## src/rtl/mdio_mon_pkg.sv

```systemverilog
package mdio_mon_pkg;

  localparam int PHY_AW = 5;
  localparam int N_PHY  = 1 << PHY_AW;
  localparam int POS_W  = 6;

  localparam logic [POS_W-1:0]  LAST_POS  = 6'd63;
  localparam logic [POS_W-1:0]  POS_TA2   = 6'd47;
  localparam logic [POS_W-1:0]  POS_LINK  = 6'd61;
  localparam logic [PHY_AW-1:0] LAST_ADDR = 5'd31;
  localparam logic [4:0]        STAT_REG  = 5'd1;

  typedef enum logic {ST_GAP, ST_FRAME} seq_st_e;

  // returns {drive_enable, drive_value} for one bit slot of a read frame
  function automatic logic [1:0] frame_drive(input logic [POS_W-1:0] pos,
                                             input logic [PHY_AW-1:0] phy);
    logic [1:0] r;
    logic [2:0] idx;
    r   = 2'b00;
    idx = 3'd0;
    if (pos < 6'd32)       r = 2'b11;
    else if (pos == 6'd32) r = 2'b10;
    else if (pos == 6'd33) r = 2'b11;
    else if (pos == 6'd34) r = 2'b11;
    else if (pos == 6'd35) r = 2'b10;
    else if (pos < 6'd41) begin
      idx = 3'(6'd40 - pos);
      r   = {1'b1, phy[idx]};
    end else if (pos < 6'd46) begin
      idx = 3'(6'd45 - pos);
      r   = {1'b1, STAT_REG[idx]};
    end
    return r;
  endfunction

endpackage

```

## src/rtl/mdio_clkdiv.sv

```systemverilog
module mdio_clkdiv #(
  parameter int DIV_W = 8
) (
  input  logic             clk,
  input  logic             rst_n,
  input  logic [DIV_W-1:0] div,
  output logic             mdc,
  output logic             rise_stb,
  output logic             fall_stb
);

  logic [DIV_W-1:0] cnt_q, cnt_d;
  logic             mdc_q, mdc_d;
  logic             hit;

  always_comb begin
    hit      = (cnt_q >= div);
    cnt_d    = hit ? '0 : cnt_q + DIV_W'(1);
    mdc_d    = hit ? ~mdc_q : mdc_q;
    rise_stb = hit & ~mdc_q;
    fall_stb = hit &  mdc_q;
  end

  always_ff @(posedge clk or negedge rst_n) begin
    if (!rst_n) begin
      cnt_q <= '0;
      mdc_q <= 1'b0;
    end else begin
      cnt_q <= cnt_d;
      mdc_q <= mdc_d;
    end
  end

  assign mdc = mdc_q;

  // a rise strobe is followed by a high clock, a fall strobe by a low one
  assert_mdc_rise_R1: assert property (@(posedge clk) disable iff (!rst_n)
    rise_stb |=> mdc);
  assert_mdc_fall_R1: assert property (@(posedge clk) disable iff (!rst_n)
    fall_stb |=> !mdc);

endmodule

```

## src/rtl/mdio_read_seq.sv

```systemverilog
module mdio_read_seq
  import mdio_mon_pkg::*;
#(
  parameter int GAP_W = 8
) (
  input  logic              clk,
  input  logic              rst_n,
  input  logic              rise_stb,
  input  logic              fall_stb,
  input  logic [GAP_W-1:0]  gap_len,
  input  logic              mdio_i,
  output logic              mdio_o,
  output logic              mdio_oe,
  output logic              res_vld,
  output logic [PHY_AW-1:0] res_addr,
  output logic              res_alive,
  output logic              res_link
);

  seq_st_e           st_q, st_d;
  logic [POS_W-1:0]  pos_q, pos_d;
  logic [PHY_AW-1:0] addr_q, addr_d;
  logic [GAP_W-1:0]  gap_q, gap_d;
  logic              alive_q, alive_d;
  logic              link_q, link_d;
  logic [1:0]        drv;

  always_comb begin
    st_d    = st_q;
    pos_d   = pos_q;
    addr_d  = addr_q;
    gap_d   = gap_q;
    alive_d = alive_q;
    link_d  = link_q;
    if (fall_stb) begin
      unique case (st_q)
        ST_GAP: begin
          if (gap_q >= gap_len) begin
            st_d  = ST_FRAME;
            pos_d = '0;
          end else begin
            gap_d = gap_q + GAP_W'(1);
          end
        end
        ST_FRAME: begin
          if (pos_q == LAST_POS) begin
            pos_d = '0;
            if (addr_q == LAST_ADDR) begin
              addr_d = '0;
              if (gap_len != '0) begin
                st_d  = ST_GAP;
                gap_d = GAP_W'(1);
              end
            end else begin
              addr_d = addr_q + 5'd1;
            end
          end else begin
            pos_d = pos_q + 6'd1;
          end
        end
        default: ;
      endcase
    end
    if (rise_stb && (st_q == ST_FRAME)) begin
      if (pos_q == POS_TA2)  alive_d = ~mdio_i;
      if (pos_q == POS_LINK) link_d  = mdio_i;
    end
  end

  always_ff @(posedge clk or negedge rst_n) begin
    if (!rst_n) begin
      st_q    <= ST_GAP;
      pos_q   <= '0;
      addr_q  <= '0;
      gap_q   <= '0;
      alive_q <= 1'b0;
      link_q  <= 1'b0;
    end else if (rise_stb || fall_stb) begin
      st_q    <= st_d;
      pos_q   <= pos_d;
      addr_q  <= addr_d;
      gap_q   <= gap_d;
      alive_q <= alive_d;
      link_q  <= link_d;
    end
  end

  always_comb begin
    drv       = (st_q == ST_FRAME) ? frame_drive(pos_q, addr_q) : 2'b00;
    mdio_oe   = drv[1];
    mdio_o    = drv[0];
    res_vld   = rise_stb && (st_q == ST_FRAME) && (pos_q == LAST_POS);
    res_addr  = addr_q;
    res_alive = alive_q;
    res_link  = link_q;
  end

  // the driver switches only at falling edges of the management clock
  assert_oe_on_fall_R2: assert property (@(posedge clk) disable iff (!rst_n)
    !$stable(mdio_oe) |-> $past(fall_stb));
  assert_o_on_fall_R2: assert property (@(posedge clk) disable iff (!rst_n)
    !$stable(mdio_o) |-> $past(fall_stb));
  // address only ever advances by one (wrapping)
  assert_addr_step_R3: assert property (@(posedge clk) disable iff (!rst_n)
    !$stable(addr_q) |-> (addr_q == $past(addr_q) + 5'd1));

endmodule

```

## src/rtl/mdio_link_track.sv

```systemverilog
module mdio_link_track
  import mdio_mon_pkg::*;
(
  input  logic              clk,
  input  logic              rst_n,
  input  logic              res_vld,
  input  logic [PHY_AW-1:0] res_addr,
  input  logic              res_alive,
  input  logic              res_link,
  input  logic [PHY_AW-1:0] sel_phy,
  input  logic              irq_en,
  input  logic              evt_clr,
  output logic [N_PHY-1:0]  alive_map,
  output logic [N_PHY-1:0]  link_map,
  output logic              sel_link,
  output logic              link_evt,
  output logic              irq
);

  logic [N_PHY-1:0] hit;
  logic [N_PHY-1:0] alive_q, alive_d;
  logic [N_PHY-1:0] lmap_q, lmap_d;
  logic             sel_q, sel_d;
  logic             evt_q, evt_d;
  logic             new_link, sel_hit, sel_chg;

  for (genvar i = 0; i < N_PHY; i++) begin : g_hit
    assign hit[i] = res_vld && (res_addr == PHY_AW'(i));
  end

  always_comb begin
    new_link = res_alive & res_link;
    alive_d  = (alive_q & ~hit) | (hit & {N_PHY{res_alive}});
    lmap_d   = (lmap_q  & ~hit) | (hit & {N_PHY{new_link}});
    sel_hit  = res_vld && (res_addr == sel_phy);
    sel_chg  = sel_hit && (new_link != sel_q);
    sel_d    = sel_hit ? new_link : sel_q;
    evt_d    = sel_chg | (evt_q & ~evt_clr);
  end

  always_ff @(posedge clk or negedge rst_n) begin
    if (!rst_n) begin
      alive_q <= '0;
      lmap_q  <= '0;
      sel_q   <= 1'b0;
    end else if (res_vld) begin
      alive_q <= alive_d;
      lmap_q  <= lmap_d;
      sel_q   <= sel_d;
    end
  end

  always_ff @(posedge clk or negedge rst_n) begin
    if (!rst_n) evt_q <= 1'b0;
    else        evt_q <= evt_d;
  end

  assign alive_map = alive_q;
  assign link_map  = lmap_q;
  assign sel_link  = sel_q;
  assign link_evt  = evt_q;
  assign irq       = evt_q & irq_en;

  // held link of the selected PHY moves only on a completed read
  assert_sel_on_read_R7: assert property (@(posedge clk) disable iff (!rst_n)
    !$stable(sel_q) |-> $past(res_vld));
  // event sticks until cleared
  assert_evt_sticky_R8: assert property (@(posedge clk) disable iff (!rst_n)
    (evt_q && !evt_clr) |=> evt_q);
  // event rises only from a read of the selected address
  assert_evt_source_R8: assert property (@(posedge clk) disable iff (!rst_n)
    $rose(evt_q) |-> $past(res_vld && (res_addr == sel_phy)));

endmodule

```

## src/rtl/mdio_link_monitor.sv

```systemverilog
module mdio_link_monitor
  import mdio_mon_pkg::*;
#(
  parameter int DIV_W = 8,
  parameter int GAP_W = 8
) (
  input  logic             clk,
  input  logic             rst_n,
  input  logic [DIV_W-1:0] mdc_div,
  input  logic [GAP_W-1:0] gap_len,
  input  logic [4:0]       sel_phy,
  input  logic             irq_en,
  input  logic             evt_clr,
  input  logic             mdio_i,
  output logic             mdc,
  output logic             mdio_o,
  output logic             mdio_oe,
  output logic [31:0]      alive_map,
  output logic [31:0]      link_map,
  output logic             sel_link,
  output logic             link_evt,
  output logic             irq
);

  logic [1:0]        rst_pipe;
  logic              rst_sync_n;
  logic              rise_stb, fall_stb;
  logic              res_vld, res_alive, res_link;
  logic [PHY_AW-1:0] res_addr;

  always_ff @(posedge clk or negedge rst_n) begin
    if (!rst_n) rst_pipe <= 2'b00;
    else        rst_pipe <= {rst_pipe[0], 1'b1};
  end
  assign rst_sync_n = rst_pipe[1];

  mdio_clkdiv #(.DIV_W(DIV_W)) u_div (
    .clk      (clk),
    .rst_n    (rst_sync_n),
    .div      (mdc_div),
    .mdc      (mdc),
    .rise_stb (rise_stb),
    .fall_stb (fall_stb)
  );

  mdio_read_seq #(.GAP_W(GAP_W)) u_seq (
    .clk       (clk),
    .rst_n     (rst_sync_n),
    .rise_stb  (rise_stb),
    .fall_stb  (fall_stb),
    .gap_len   (gap_len),
    .mdio_i    (mdio_i),
    .mdio_o    (mdio_o),
    .mdio_oe   (mdio_oe),
    .res_vld   (res_vld),
    .res_addr  (res_addr),
    .res_alive (res_alive),
    .res_link  (res_link)
  );

  mdio_link_track u_trk (
    .clk       (clk),
    .rst_n     (rst_sync_n),
    .res_vld   (res_vld),
    .res_addr  (res_addr),
    .res_alive (res_alive),
    .res_link  (res_link),
    .sel_phy   (sel_phy),
    .irq_en    (irq_en),
    .evt_clr   (evt_clr),
    .alive_map (alive_map),
    .link_map  (link_map),
    .sel_link  (sel_link),
    .link_evt  (link_evt),
    .irq       (irq)
  );

endmodule

```

## config.mk

```make
export PLATFORM = sky130hd
export DESIGN_NAME = mdio_link_monitor
export DESIGN_NICKNAME = d
export VERILOG_FILES = /design/src/rtl/mdio_mon_pkg.sv /design/src/rtl/mdio_clkdiv.sv /design/src/rtl/mdio_read_seq.sv /design/src/rtl/mdio_link_track.sv /design/src/rtl/mdio_link_monitor.sv
export SDC_FILE = /design/constraint.sdc
export NUM_CORES = 1
export LEC_CHECK = 0
export ABC_CLOCK_PERIOD_IN_PS = 7800
export BUFFER_PORTS_ARGS = -buffer_cell sky130_fd_sc_hd__buf_2
export CAP_MARGIN = 20
export CORE_UTILIZATION = 40
export DETAILED_ROUTE_END_ITERATION = 16
export PLACE_DENSITY_LB_ADDON = 0.05
export SLEW_MARGIN = 10
export SYNTH_ARGS = -nofsm -noshare
export SYNTH_HDL_FRONTEND = slang
export SYNTH_SLANG_ARGS = --single-unit
```

## constraint.sdc

```tcl
create_clock -name clk -period 7.8 [get_ports clk]
set_input_delay 1.56 -clock clk [delete_from_list [all_inputs] [get_ports clk]]
set_output_delay 1.56 -clock clk [all_outputs]
set_load 0.02 [all_outputs]
```

* After elaboration in Yosys (flattened, before gate mapping)
Memory sizes are Yosys's and may differ from the RTL's. Index checks and enable logic that the tools add are counted.
Word-level totals: output and inout port bits 70, memories 1, bits of input ports 26, word-level logic and storage cells 161, ROM bits 8, register bits 99
Cells by class: multiplexer cells 26, equality and inequality tests 45, add/subtract/negate cells 6, magnitude comparators 7, reductions and logical operators 46, bitwise logic cells 17
Memories:
- (name not given) | words 8, bits a word 1, rd ports 1, clocked after memory_dff 0, wr ports 0, RTL line mdio_mon_pkg.sv:32 | r = {1'b1, STAT_REG[idx]};
Operators with widths (number):
- $and 32x32->32 | 4
- $eq 5x5->1 const B | 16
- $or 32x32->32 | 2
- $eq 6x6->1 const B | 7
- $eq 5x4->1 const B | 8
- $mux 8 | 5
- $logic_and 1x1->1 | 36
- $not 32->32 | 1
- $eq 5x3->1 const B | 4
- $lt 6x6->1 const B | 3
- $add 8x1->8 const B | 2
- $ge 8x8->1 | 2
- $mux 2 | 8
- $pmux 8 s2 | 1
- $mux 6 | 2
- $pmux 6 s2 | 1
- $eq 5x2->1 const B | 2
- $reduce_and 3->1 | 3
- $lt 3x4->1 const B | 2
- $ne 2x2->1 const B | 4
- $reduce_bool 8->1 | 1
- $add 6x1->6 const B | 1
- $mux 1 | 6
- $reduce_and 6->1 | 1
- 17 further kinds | 25

* Logic depth before layout (Yosys ltp)
Gate-level depths: netlist of the first run.
depth in word-level cells 11, gate-level depth with buffers 10, gate-level depth less buffers 8

* Modules after synthesis
From an unflattened synthesis of the first run, not the netlist that was laid out.
Second synthesis, totals: cell total of the unflattened synthesis 462, area, all modules 5190.0 um^2
Modules (own cells, without submodules):
- mdio_link_track | area an instance 2798.9 um^2, cells each 206, instances 1, sequential area each 1651.6 um^2
- mdio_read_seq | area an instance 1716.6 um^2, cells each 191, instances 1, sequential area each 550.5 um^2
- mdio_clkdiv | area an instance 620.6 um^2, cells each 62, instances 1, sequential area each 225.2 um^2
- mdio_link_monitor | area an instance 53.8 um^2, cells each 3, instances 1, sequential area each 50.0 um^2

* Worst setup path before layout of the first run
OpenSTA, ideal clock, no wires.
path kind reg-to-output, start point reg u_seq.pos_q[0], end point out mdio_o, arrival 2118 ps, cell stages (with the launch flop) 8, required time 6240 ps, slack 4122 ps, path through dfrtp_1 > clkbuf_1 > inv_1 > ha_1 > or2_2 > o311ai_0 > o211ai_1 > a31oi_1
Between the ends: cells in the longest elaborated chain, start to end 11, elaborated cells between the ends (all ways) 21
RTL lines:
- start: declaration | RTL line mdio_read_seq.sv:21 | logic [POS_W-1:0] pos_q, pos_d;
- start signal: assignment | RTL line mdio_read_seq.sv:80 | pos_q <= pos_d;
- $sub 3x3->3 | RTL line mdio_mon_pkg.sv:31 | idx = 3'(6'd45 - pos);
- $mem_v2 8x1
- $mux 1 (implied by the code) | RTL line mdio_mon_pkg.sv:32
- $mux 2 | RTL line mdio_mon_pkg.sv:30 | end else if (pos < 6'd46) begin
- $mux 2 | RTL line mdio_mon_pkg.sv:27 | else if (pos < 6'd41) begin
- $mux 2 | RTL line mdio_mon_pkg.sv:26 | else if (pos == 6'd35) r = 2'b10;
- $mux 2 | RTL line mdio_mon_pkg.sv:25 | else if (pos == 6'd34) r = 2'b11;
- $mux 2 | RTL line mdio_mon_pkg.sv:24 | else if (pos == 6'd33) r = 2'b11;
- $mux 2 | RTL line mdio_mon_pkg.sv:23 | else if (pos == 6'd32) r = 2'b10;
- $mux 2 * | RTL line mdio_mon_pkg.sv:22 | if (pos < 6'd32) r = 2'b11;
- $mux 2 * | RTL line mdio_read_seq.sv:89 | drv = (st_q == ST_FRAME) ? frame_drive(pos_q, addr_q) : 2'b00;
- end: declaration | RTL line mdio_link_monitor.sv:16 | output logic mdio_o,
Every way passes the cells marked *; elsewhere a longest branch is shown, timed or not. The select of a mux whose other input is x is not followed.

* Worst setup path after layout of the first run
Same ends and word-level chain as after synthesis.

==> results of run 1 <==
-- through the flow --
step | worst slack, ns | hold WS, ns | util (%)
finish | 3.62 | 0.343 | 48.7
detailed placement | 3.65 | 0.338 | 46.1
CTS | 3.61 | 0.354 | 48.4
global route | 3.44 | 0.355 | 48.7
global placement | 3.73 | 0.336 | 46.1
floorplan | 4.12 | 0.331 | -
-- placed cells by master (no fill, tap or decap), types with 5 or more instances in the layout --
master     Yosys  routed
mux2_2        67      67
xor2_1        10      10
o41ai_1        5       5
o21ai_0       10      10
nand3_1       13      13
nor3_1        40      40
nand2_1       42      42
buf_2          6      95
nand2b_1       7       7
dfrtp_1       99      98
clkbuf_16      0       9
nor2_1        17      17
ha_1          30      30
inv_1         32      32
o2111ai_1      6       6
o31ai_1        6       6
o211ai_1       8       8
-- cell families after synthesis --
kind of cell,after synthesis,synth area share (%)
compound gates,66,9.41
other cells,1,0.0699
flops,99,46.2
fa+ha+maj,30,7.00
mux,73,15.6
simple gates,149,14.0
xor+xnor,14,2.29
buf+inv,67,5.46
-- power by group --
part	total (mW)	internal, mW	leakage (nW)	switching (mW)
Clock	0.458	0.253	0.145	0.205
Combinational	0.304	0.126	1.65	0.178
Sequential	0.646	0.551	1.31	0.0956
-- final cells by class --
type,instances,area [sq um],share of cell area (%)
flip-flops and latches,99,2480,39.8
clock inverters,6,71.3,1.14
inverters,32,120,1.92
repair buffers,100,533,8.54
multi-input cells,333,2590,41.5
well taps,172,215,3.45
clock buffers,10,229,3.67
-- layer usage --
| metal | up-vias | GRT usage (%) | share of wire (%) |
|---|---|---|---|
| li1 | 1926 | - | - |
| met1 | 1973 | 23.3 | 44 |
| met2 | 75 | 31.7 | 50 |
| met3 | 10 | 4.55 | 4.4 |
| met4 | 0 | 5.77 | 1.3 |
| met5 | - | 0 | 0 |
-- how the worst max path moves through the flow --
stage | from | end | slack (ns) | cells past startpoint
after floorplan | u_seq.pos_q[0] | mdio_o | 4.12 | 7
after global placement | mdc_div[0] | u_seq.res_addr[0] | 3.73 | 8
after detailed placement | mdc_div[0] | u_seq.res_addr[1] | 3.65 | 8
after CTS | u_seq.pos_q[0] | mdio_o | 3.61 | 7
after global routing | u_seq.pos_q[0] | mdio_o | 3.44 | 7
final | u_seq.pos_q[0] | mdio_o | 3.62 | 7
==> impl_metrics.json, run 1 <==
{
  "p_per_area_mw_per_mm2": 226,
  "maxSlewViolCount": 0,
  "cts_setup_buffers": 0,
  "path_max_fanout": 11,
  "slowest_stage": "dfrtp_1",
  "synth_common_cells": "99 x dfrtp_1, 67 x mux2_2, 42 x nand2_1",
  "rows": 41,
  "setup_viol": 0,
  "ys_ff_latch": 99,
  "nNetsFinal": 631,
  "yosysWarnings": 0,
  "dr.first_iter.drc_count": 200,
  "fin_skew_ns": 0.00407,
  "synthToLayoutAreaGrowth_pct": 16.4,
  "fmax_ghz": 0.239,
  "holdCritPathClass": "reg -> async",
  "syn_area_sq_mm": 0.00536,
  "wirelength_um": 12300,
  "grt_pass1_wl_um": 20800,
  "reg2reg_depth": 7,
  "grt_pass1_vias": 4070,
  "worst_pin_slew_ns": 1.00,
  "total_power_mw": 1.41,
  "worstReg2RegStart": "u_seq.res_addr[0]",
  "layout_worst_path_cycle_share_pct": 53.6,
  "synth_top_area_share_pct": 46.2,
  "yosysTopAreaCell": "dfrtp_1",
  "synth_seq_area_share_pct": 46.2,
  "fill_cells": 1251,
  "cp.buffers_inverters": 2,
  "cts_buffers": 9,
  "ys.flop_type": "dfrtp_1",
  "ioPinCount": 96,
  "synth_cells": 499,
  "grtUsageTotal_pct": 18.7,
  "overflow": 0,
  "stdcell_count": 752,
  "cp-end-kind": "output port",
  "required_ns": 6.24,
  "synth-edff-count": 0,
  "fin_crit_ns": 4.18,
  "die_y_um": 118,
  "drc": 0,
  "cts_buffer_depth": 2,
  "grt_max_degree": 55,
  "cpLargestDelayFamily": "compound AO/OA/AOI/OAI gates",
  "synth.most_common_cell": "dfrtp_1",
  "rsz0062_at_grt": "false",
  "slowest_delay_ns": 0.56,
  "ctsResizeCount": 0,
  "ys_async_sr_fraction_pct": 100,
  "finalSetupTns_ns": 0,
  "ys_types": 58,
  "clock-sinks": 99,
  "port_buffers": 95,
  "dieArea_sq_mm": 0.0139,
  "antenna_found_initial": 0,
  "drtAntennaViolNets": 0,
  "initial_core_util_pct": 41.8,
  "dpl-instance-area_sq_mm": 0.00591,
  "n_antenna_cell": 0,
  "cts_tree": "yes",
  "num_vias": 3984,
  "gp_congestion": 0.795,
  "clkLatencyLatePin_ns": 0.35,
  "p_leak_nw": 3.10,
  "crit_type": "reg -> out",
  "ff2ff_setup_slack_ns": 4.42,
  "crit_arrival_ns": 2.62,
  "core_area_sq_mm": 0.0128,
  "cts_hold_buf": 0,
  "fin_area_sq_mm": 0.00624,
  "wl_per_cell_um": 16.3,
  "htreeDepth": 3,
  "clk_pin_slew_ns": 0.07,
  "clockRootBuffer": "clkbuf_16",
  "timing.rr.end": "u_seq.gap_q[1]",
  "die_x_um": 118,
  "drive_gt1_share_pct": 33.6,
  "syn_area_per_cell_sq_um": 10.7,
  "crit_chain": "inv_1 -> ha_1 -> or2_2 -> o311ai_0 -> o211ai_1 -> a31oi_1 -> buf_2",
  "synth_area_leaders": "dfrtp_1 46%, mux2_2 14%, ha_1 7.0%, nor3_1 3.7%, nand2_1 2.9%",
  "cp-start-kind": "register",
  "maxCapViolCount": 0,
  "status": "finished, final reports clean",
  "vias_per_cell": 5.30,
  "slew_headroom_pct": 33.2,
  "dpl.cell_count": 735,
  "dp_hpwl_um": 8400,
  "first_pass_iters": 4,
  "synth_nets": 555,
  "hold_violations": 0,
  "peakVddDrop_v": 0.000122
}
Power figures use the tool's default switching activity.
==> inputs of run 2 (changes only) <==
--- a/config.mk
+++ b/config.mk
@@ -5,7 +5,7 @@
 export SDC_FILE = /design/constraint.sdc
 export NUM_CORES = 1
 export LEC_CHECK = 0
-export ABC_CLOCK_PERIOD_IN_PS = 7800
+export ABC_CLOCK_PERIOD_IN_PS = 3400
 export BUFFER_PORTS_ARGS = -buffer_cell sky130_fd_sc_hd__buf_2
 export CAP_MARGIN = 20
 export CORE_UTILIZATION = 40
==> constraint.sdc (replaced) <==
create_clock -name clk -period 3.4 [get_ports clk]
set_input_delay 0.68 -clock clk [delete_from_list [all_inputs] [get_ports clk]]
set_output_delay 0.68 -clock clk [all_outputs]
set_load 0.02 [all_outputs]
==> impl_metrics.json, run 2 (synthesized netlist as in run 1, its figures left out) <==
{
  "drc": 0,
  "status": "finished, final reports clean",
  "fin_crit_ns": 3.06,
  "worst_pin_slew_ns": 0.801,
  "dieArea_sq_mm": 0.0139,
  "setup_viol": 0,
  "grt_pass1_vias": 4004,
  "nNetsFinal": 640,
  "crit_arrival_ns": 2.38,
  "fmax_ghz": 0.327,
  "setup_slack_ns": 0.343,
  "required_ns": 2.72,
  "gp_congestion": 0.810,
  "fin_util_pct": 49.2,
  "core_area_sq_mm": 0.0128,
  "cts_buffers": 9,
  "cts_setup_buffers": 0,
  "htreeDepth": 3,
  "final_cell_mix": "97 x dfrtp_1, 95 x buf_2, 67 x mux2_2",
  "total_power_mw": 3.33,
  "fin_area_sq_mm": 0.00631,
  "timing.rr.end": "u_seq.gap_q[1]",
  "worstReg2RegStart": "u_seq.res_addr[0]",
  "dpl-instance-area_sq_mm": 0.00599,
  "cts_buffer_depth": 2,
  "maxCapViolCount": 0,
  "fin_skew_ns": 0.00478,
  "clkLatencyLatePin_ns": 0.35,
  "cts_tree": "yes",
  "num_vias": 4061,
  "n_antenna_cell": 0,
  "crit_chain": "inv_1 -> ha_1 -> or2_2 -> o311ai_0 -> o211ai_1 -> a31oi_1 -> buf_2",
  "slowest_delay_ns": 0.46,
  "clock-sinks": 99,
  "finalSetupTns_ns": 0,
  "vias_per_cell": 5.34,
  "ff2ff_setup_slack_ns": 0.71,
  "fill_cells": 1209,
  "dp_hpwl_um": 8920,
  "port_buffers": 95,
  "pre_cts_slack_ns": 0.482,
  "crit_type": "reg -> out",
  "final_common_cell": "dfrtp_1",
  "maxSlewViolCount": 0,
  "cts_hold_buf": 0,
  "initial_core_util_pct": 41.8,
  "first_pass_iters": 4,
  "ioPinCount": 96,
  "overflow": 0,
  "hold_violations": 0,
  "grt_pass1_wl_um": 21000,
  "clockRootBuffer": "clkbuf_16",
  "slew_headroom_pct": 46.1,
  "peakVddDrop_v": 0.000260,
  "wirelength_um": 12800,
  "reg2reg_depth": 9,
  "dr.first_iter.drc_count": 249,
  "layout_worst_path_cycle_share_pct": 89.9,
  "antenna_found_initial": 0,
  "rsz0062_at_grt": "false",
  "p_leak_nw": 3.14,
  "slowest_stage": "dfrtp_1",
  "drtAntennaViolNets": 0,
  "cp-start-kind": "register",
  "cp-end-kind": "output port",
  "drive_gt1_share_pct": 34.8,
  "grtUsageTotal_pct": 19.3,
  "p_per_area_mw_per_mm2": 528,
  "path_max_fanout": 6,
  "die_x_um": 118,
  "holdCritPathClass": "in -> async",
  "synthToLayoutAreaGrowth_pct": 17.6,
  "clk_pin_slew_ns": 0.07,
  "rows": 41,
  "wl_per_cell_um": 16.8,
  "die_y_um": 118,
  "grt_max_degree": 57
}
run 2: cell count changes in the layout (fill, tap and decap cells not counted), sizes merged:
cell,change
clkinvlp,+1
bufinv,+1
buf,+9
inv,-2
run 2: area by class of cell:
| type | count | area, sq um | share of cell area (%) |
|---|---|---|---|
| clock inverters | 6 | 88.8 | 1.41 |
| multi-input cells | 333 | 2590 | 41.1 |
| well taps | 172 | 215 | 3.41 |
| flip-flops and latches | 99 | 2480 | 39.4 |
| clock buffers | 10 | 229 | 3.63 |
| inverters | 32 | 120 | 1.90 |
| repair buffers | 109 | 581 | 9.20 |
run 2: layer usage:
layer	up-vias	global-route usage [%]	routed length, um
met3	11	3.68	505
met5	-	0	0
met4	0	6.97	156
li1	1948	-	-
met1	2030	25.4	5690
met2	72	31.4	6400
run 2: repair_timing:
action	CTS	global route
endpoints found under the setup margin	0	1
gates resized for setup	0	1
hold endpoints to repair	0	0
run 2: where the power goes:
group,internal (mW),switching [mW]
Sequential,1.27,0.175
Combinational,0.317,0.467
Clock,0.647,0.457
run 2: worst max path at each step:
stage,startpoint,to,depth (start not counted)
finish,u_seq.pos_q[1],mdio_o,7
global route,u_seq.pos_q[1],mdio_o,7
CTS,u_seq.pos_q[0],mdio_o,7
detailed placement,mdc_div[0],register,8
global placement,mdc_div[0],register,8
floorplan,rst_pipe[1],async pin,0
run 2: through the flow:
step	hold slack (ns)	instances
6_report	0.103	761
3_3_place_gp	0.339	745
4_1_cts	0.0921	761
5_1_grt	0.0925	761
3_5_place_dp	0.340	745
2_1_floorplan	0.331	499
run 2: worst max-delay path: cells and delay by family (launching register included):
family	cells	cell delay, ns
flops	1	0.46
buf+inv	2	0.34
compound gates	3	0.63
simple gates	1	0.28
fa+ha+maj	1	0.34
